`src/rtl/edge_pkg.sv`:
```
package edge_pkg;
    localparam int PIX_W    = 8;
    localparam int BASE_LSB = 3;
    localparam int N_THR    = 3;
    localparam int SEL_W    = 2;

    typedef enum logic [SEL_W-1:0] {
        THR_STEP8  = 2'd0,
        THR_STEP16 = 2'd1,
        THR_STEP32 = 2'd2,
        THR_ALT8   = 2'd3
    } thr_sel_e;

    typedef struct packed {
        logic             vld;
        logic             sor;
        logic             emode;
        logic [PIX_W-1:0] code;
    } pix_in_t;

    typedef struct packed {
        logic             vld;
        logic             flag;
        logic [PIX_W-1:0] code;
    } pix_out_t;

    function automatic int thr_index(input logic [SEL_W-1:0] sel);
        int idx;
        idx = int'(sel);
        if (idx >= N_THR) idx = 0;
        return idx;
    endfunction
endpackage

```
`src/rtl/edge_prev_store.sv`:
```
module edge_prev_store
    import edge_pkg::*;
(
    input  logic             clk,
    input  logic             rst,
    input  pix_in_t          pix,
    output logic [PIX_W-1:0] prev_code
);
    always_ff @(posedge clk) begin
        if (rst) begin
            prev_code <= '0;
        end else if (pix.vld) begin
            prev_code <= pix.code;
        end
    end
endmodule

```
`src/rtl/edge_cmp.sv`:
```
module edge_cmp
    import edge_pkg::*;
#(
    parameter int W    = PIX_W,
    parameter int LSB0 = BASE_LSB,
    parameter int NT   = N_THR
) (
    input  logic [W-1:0]     prev_code,
    input  logic [W-1:0]     cur_code,
    input  logic [SEL_W-1:0] sel,
    output logic             hit
);
    logic [NT-1:0] hits;

    for (genvar g = 0; g < NT; g++) begin : g_thr
        localparam int L  = LSB0 + g;
        localparam int FW = W - L;
        logic [FW-1:0] pf, cf;
        logic [FW:0]   pf_inc;
        logic          carry_bit, differs, carry_only;

        assign pf         = prev_code[W-1:L];
        assign cf         = cur_code[W-1:L];
        assign carry_bit  = prev_code[L-1];
        assign pf_inc     = {1'b0, pf} + {{FW{1'b0}}, 1'b1};
        assign differs    = (pf != cf);
        assign carry_only = carry_bit && ({1'b0, cf} == pf_inc);
        assign hits[g]    = differs && !carry_only;
    end

    always_comb begin
        hit = hits[thr_index(sel)];
    end
endmodule

```
`src/rtl/edge_out_stage.sv`:
```
module edge_out_stage
    import edge_pkg::*;
(
    input  logic     clk,
    input  logic     rst,
    input  pix_in_t  pix,
    input  logic     hit,
    output pix_out_t res
);
    pix_out_t nxt;

    always_comb begin
        nxt      = '0;
        nxt.vld  = pix.vld;
        if (pix.vld) begin
            if (pix.emode) begin
                nxt.flag = hit && !pix.sor;
            end else begin
                nxt.code = pix.code;
            end
        end
    end

    always_ff @(posedge clk) begin
        if (rst) res <= '0;
        else     res <= nxt;
    end
endmodule

```
`src/rtl/col_edge_stream.sv`:
```
module col_edge_stream
    import edge_pkg::*;
(
    input  logic             clk,
    input  logic             rst,
    input  logic             in_valid,
    input  logic             in_sor,
    input  logic [PIX_W-1:0] in_code,
    input  logic             edge_mode,
    input  logic [SEL_W-1:0] thr_sel,
    output logic             out_valid,
    output logic             out_flag,
    output logic [PIX_W-1:0] out_code
);
    pix_in_t          pix;
    pix_out_t         res;
    logic [PIX_W-1:0] prev_code;
    logic             hit;

    assign pix = '{vld: in_valid, sor: in_sor, emode: edge_mode, code: in_code};

    edge_prev_store u_prev (
        .clk       (clk),
        .rst       (rst),
        .pix       (pix),
        .prev_code (prev_code)
    );

    edge_cmp #(.W(PIX_W), .LSB0(BASE_LSB), .NT(N_THR)) u_cmp (
        .prev_code (prev_code),
        .cur_code  (in_code),
        .sel       (thr_sel),
        .hit       (hit)
    );

    edge_out_stage u_out (
        .clk (clk),
        .rst (rst),
        .pix (pix),
        .hit (hit),
        .res (res)
    );

    assign out_valid = res.vld;
    assign out_flag  = res.flag;
    assign out_code  = res.code;
endmodule

```
`config.mk`:
```
export PLATFORM = sky130hd
export DESIGN_NAME = col_edge_stream
export DESIGN_NICKNAME = d
export VERILOG_FILES = /design/src/rtl/edge_pkg.sv /design/src/rtl/edge_prev_store.sv /design/src/rtl/edge_cmp.sv /design/src/rtl/edge_out_stage.sv /design/src/rtl/col_edge_stream.sv
export SDC_FILE = /design/constraint.sdc
export NUM_CORES = 1
export LEC_CHECK = 0
export BUFFER_PORTS_ARGS = -buffer_cell sky130_fd_sc_hd__clkbuf_2
export CAP_MARGIN = 20
export CORE_MARGIN = 2
export CORE_UTILIZATION = 40
export CTS_BUF_LIST = sky130_fd_sc_hd__clkbuf_4 sky130_fd_sc_hd__clkbuf_8 sky130_fd_sc_hd__clkbuf_16
export CTS_CLUSTER_SIZE = 14
export DETAILED_ROUTE_END_ITERATION = 12
export GPL_TIMING_DRIVEN = 0
export PLACE_DENSITY_LB_ADDON = 0.2
export SETUP_SLACK_MARGIN = 0.2
export SLEW_MARGIN = 10
export SYNTH_ARGS = -nofsm -noshare
export SYNTH_HDL_FRONTEND = slang
export SYNTH_SLANG_ARGS = --single-unit
```
`constraint.sdc`:
```
create_clock -name clk -period 4.63 [get_ports clk]
set_clock_uncertainty 0.2 [all_clocks]
set_input_delay 0.926 -clock clk [delete_from_list [all_inputs] [get_ports clk]]
set_output_delay 0.926 -clock clk [all_outputs]
set_load 0.05 [all_outputs]
```
==> flow_summary_export.csv <==
group,metric,value,unit
outcome,outcome,"finished clean",
logic_synthesis,ys_top_cells_by_area,"dfxtp_1 (41%), xnor2_1 (9.0%), mux2i_1 (7.8%)",
critical_path,crit_arrival,2280,ps
logic_synthesis,yosys_register_bits,16,
routing,remaining_drc_errors,0,
timing,slew_viol_final,0,
die,io_pins,25,
routing,vias_per_cell,4.74,
global_routing,track_usage,14.1,%
cts,cts.htree.levels,1,
timing,post-route-min-period,2260,ps
critical_path,path_class,"primary input to flop",
routing,wl,1450,um
timing,worst_slew_pin_slew,495,ps
final_layout,layout-drive-gt1-share,26.9,%
final_layout,antenna_cells,0,
die,core.rowCount,15,
timing,max_freq,443,MHz
critical_path,required,4660,ps
routing,routedWlPerCell,10.9,um
final_layout,fillers,178,
logic_synthesis,ys_seq_area_share,41.4,%
cts,clk_path_buf_depth,2,
logic_synthesis,syn_inst,81,
die,die_w,48,um
logic_synthesis,syn_nets,99,
timing,rsz0062_at_grt,"false",
job,cap_violations,0,
final_layout,final_core_util,53.7,%
global_routing,grt_max_degree,10,
final_layout,syn2layout_area_growth,23.6,%
global_routing,grt_overflow_total,0,
logic_synthesis,syn_area_per_cell,9.56,sq um
routing,vias,631,
timing,min_period_over_period,48.8,%
timing,max_slew_margin,66.8,%
timing,setup_tns,0,ps
logic_synthesis,synthDistinctLibCells,28,
cts,cts_made_buffers,3,
pwr,p_leak,0.441,nW
critical_path,worstPathMaxFanout,5,
cts,clk_pin_slew,90,ps
hold_path,min_path_type,"flop to flop",
cts,cts.sinks,16,
critical_path,crit_path_end_kind,"flop",
cts,ctsResizeCount,0,
global_routing,grt_pass1_wl,2210,um
final_layout,nNetsFinal,127,
routing,drtIter0Drc,10,
die,dieArea,0.00230,sq mm
logic_synthesis,yosys.area.top_type_share,41.4,%
die,die-height,48,um
timing,hold_violations,0,
placement,port_buffers,23,
placement,gp_congestion,0.766,
pwr,p_per_area,305,mW/mm^2
logic_synthesis,synth_top_cell_by_area,"dfxtp_1",
final_layout,final_cell_mix,"clkbuf_2 (23), dfxtp_1 (16), and2_1 (8), nor2_1 (8), xnor2_1 (8)",
critical_path,start_kind,"primary input",
cts,cts_tree,"done",
cts,cts_hold_buf,0,
hold_path,min_path_cells,2,
global_routing,antenna_found_initial,0,
pwr,vdd.ir_drop.worst,208,uV
global_routing,grt_pass1_vias,531,
die,initial_core_util,43.4,%
cts,insertion_delay,280,ps
die,coreArea,0.00178,sq mm
final_layout,final_common_cell,"clkbuf_2",
cts,cts_setup_buffers,0,
logic_synthesis,syn_area,774,sq um
critical_path,ff2ff_path_depth,6,
routing,first_pass_iters,4,
routing,ant_nets,0,
logic_synthesis,synth_warnings,0,
timing,setup_viol,0,
cts,clock-root-buffer,"clkbuf_4",
synth_stat cells:
library cell  count
a21oi_1           2
nand3b_1          1
buf_2             1
or4b_1            1
nand4_1           2
a211oi_1          1
xnor2_1           8
dfxtp_1          16
and3b_1           1
nor4_1            1
o211ai_1          1
o21ai_0           1
o21ai_1           1
and2_1            8
nand3_1           1
nor2b_1           2
a31oi_1           1
ha_1              3
a21boi_0          1
nand2b_1          1
or4_1             1
nor2_1            8
nand2_1           5
nor3b_1           1
xor2_2            1
mux2i_1           6
xor2_1            3
inv_1             2
logic make-up after synthesis:
family | share of synthesized area (%)
and+or+nand+nor | 23.6
DFF | 41.4
xor gates and xnor gates | 14.5
AOI/OAI and AO/OA | 6.30
muxes | 7.75
buffers and inverters | 1.62
adders and majority gates | 4.85
worst max-delay path, stage by stage:
cell and delay [ps]:
clkbuf_2 110, xnor2_1 410, xnor2_1 180, a211oi_1 80, or4b_1 490, o21ai_1 80
stage by stage:
stage          power, mW  cell area [sq um]  setup WS, ps  instances  hold WS (ps)
2_1_floorplan      0.188                774          2370         81           261
3_3_place_gp       0.204                921          2110        129           296
3_5_place_dp       0.205                921          2080        129           299
4_1_cts            0.296                957          2390        133           324
5_1_grt            0.308                957          2300        133           368
6_report           0.292                957          2370        133           318
report_power, final:
group	total, mW	leakage (nW)	switching, mW	internal (mW)
logic	0.0535	0.289	0.0309	0.0226
registers	0.148	0.131	0.00507	0.143
clock network	0.0901	0.0210	0.0423	0.0479
total	0.292	0.441	0.0782	0.214
path summary, 6_finish.rpt:
path | start | end | slack [ps]
worst min-delay path | u_prev.prev_code[2]$_SDFFE_PP0P_ | u_prev.prev_code[2]$_SDFFE_PP0P_ | 320
worst max-delay path | in_code[7] | u_out.res[8]$_SDFF_PP0_ | 2370
worst max register to register | u_prev.prev_code[4]$_SDFFE_PP0P_ | u_out.res[8]$_SDFF_PP0_ | 2690
worst min register to register | u_prev.prev_code[2]$_SDFFE_PP0P_ | u_prev.prev_code[2]$_SDFFE_PP0P_ | 320
flip-flops by register name (all words and copies together), names as in the netlist:
signal / flops
u_prev.prev_code: 6
u_out.res: 10
per-layer routing:
layer  up-vias  global-route usage [%]  part of all wire [%]
met2        22                    23.5                    44
met4         0                    3.24                  0.69
met1       280                    16.9                    49
met3         2                    5.66                   6.5
li1        327                       -                     -
met5         -                       0                     0
cell type report:
class                      count  area [sq um]  area share [%]
multi-input combinational     62           442            46.1
timing repair buffer          23           115            12.0
tap                           25          31.3            3.27
inverter                       2          7.51           0.784
sequential                    16           320            33.5
buffer                         1          5.00           0.523
clock buffer                   4          36.3            3.79
Power figures use the tool's default switching activity.
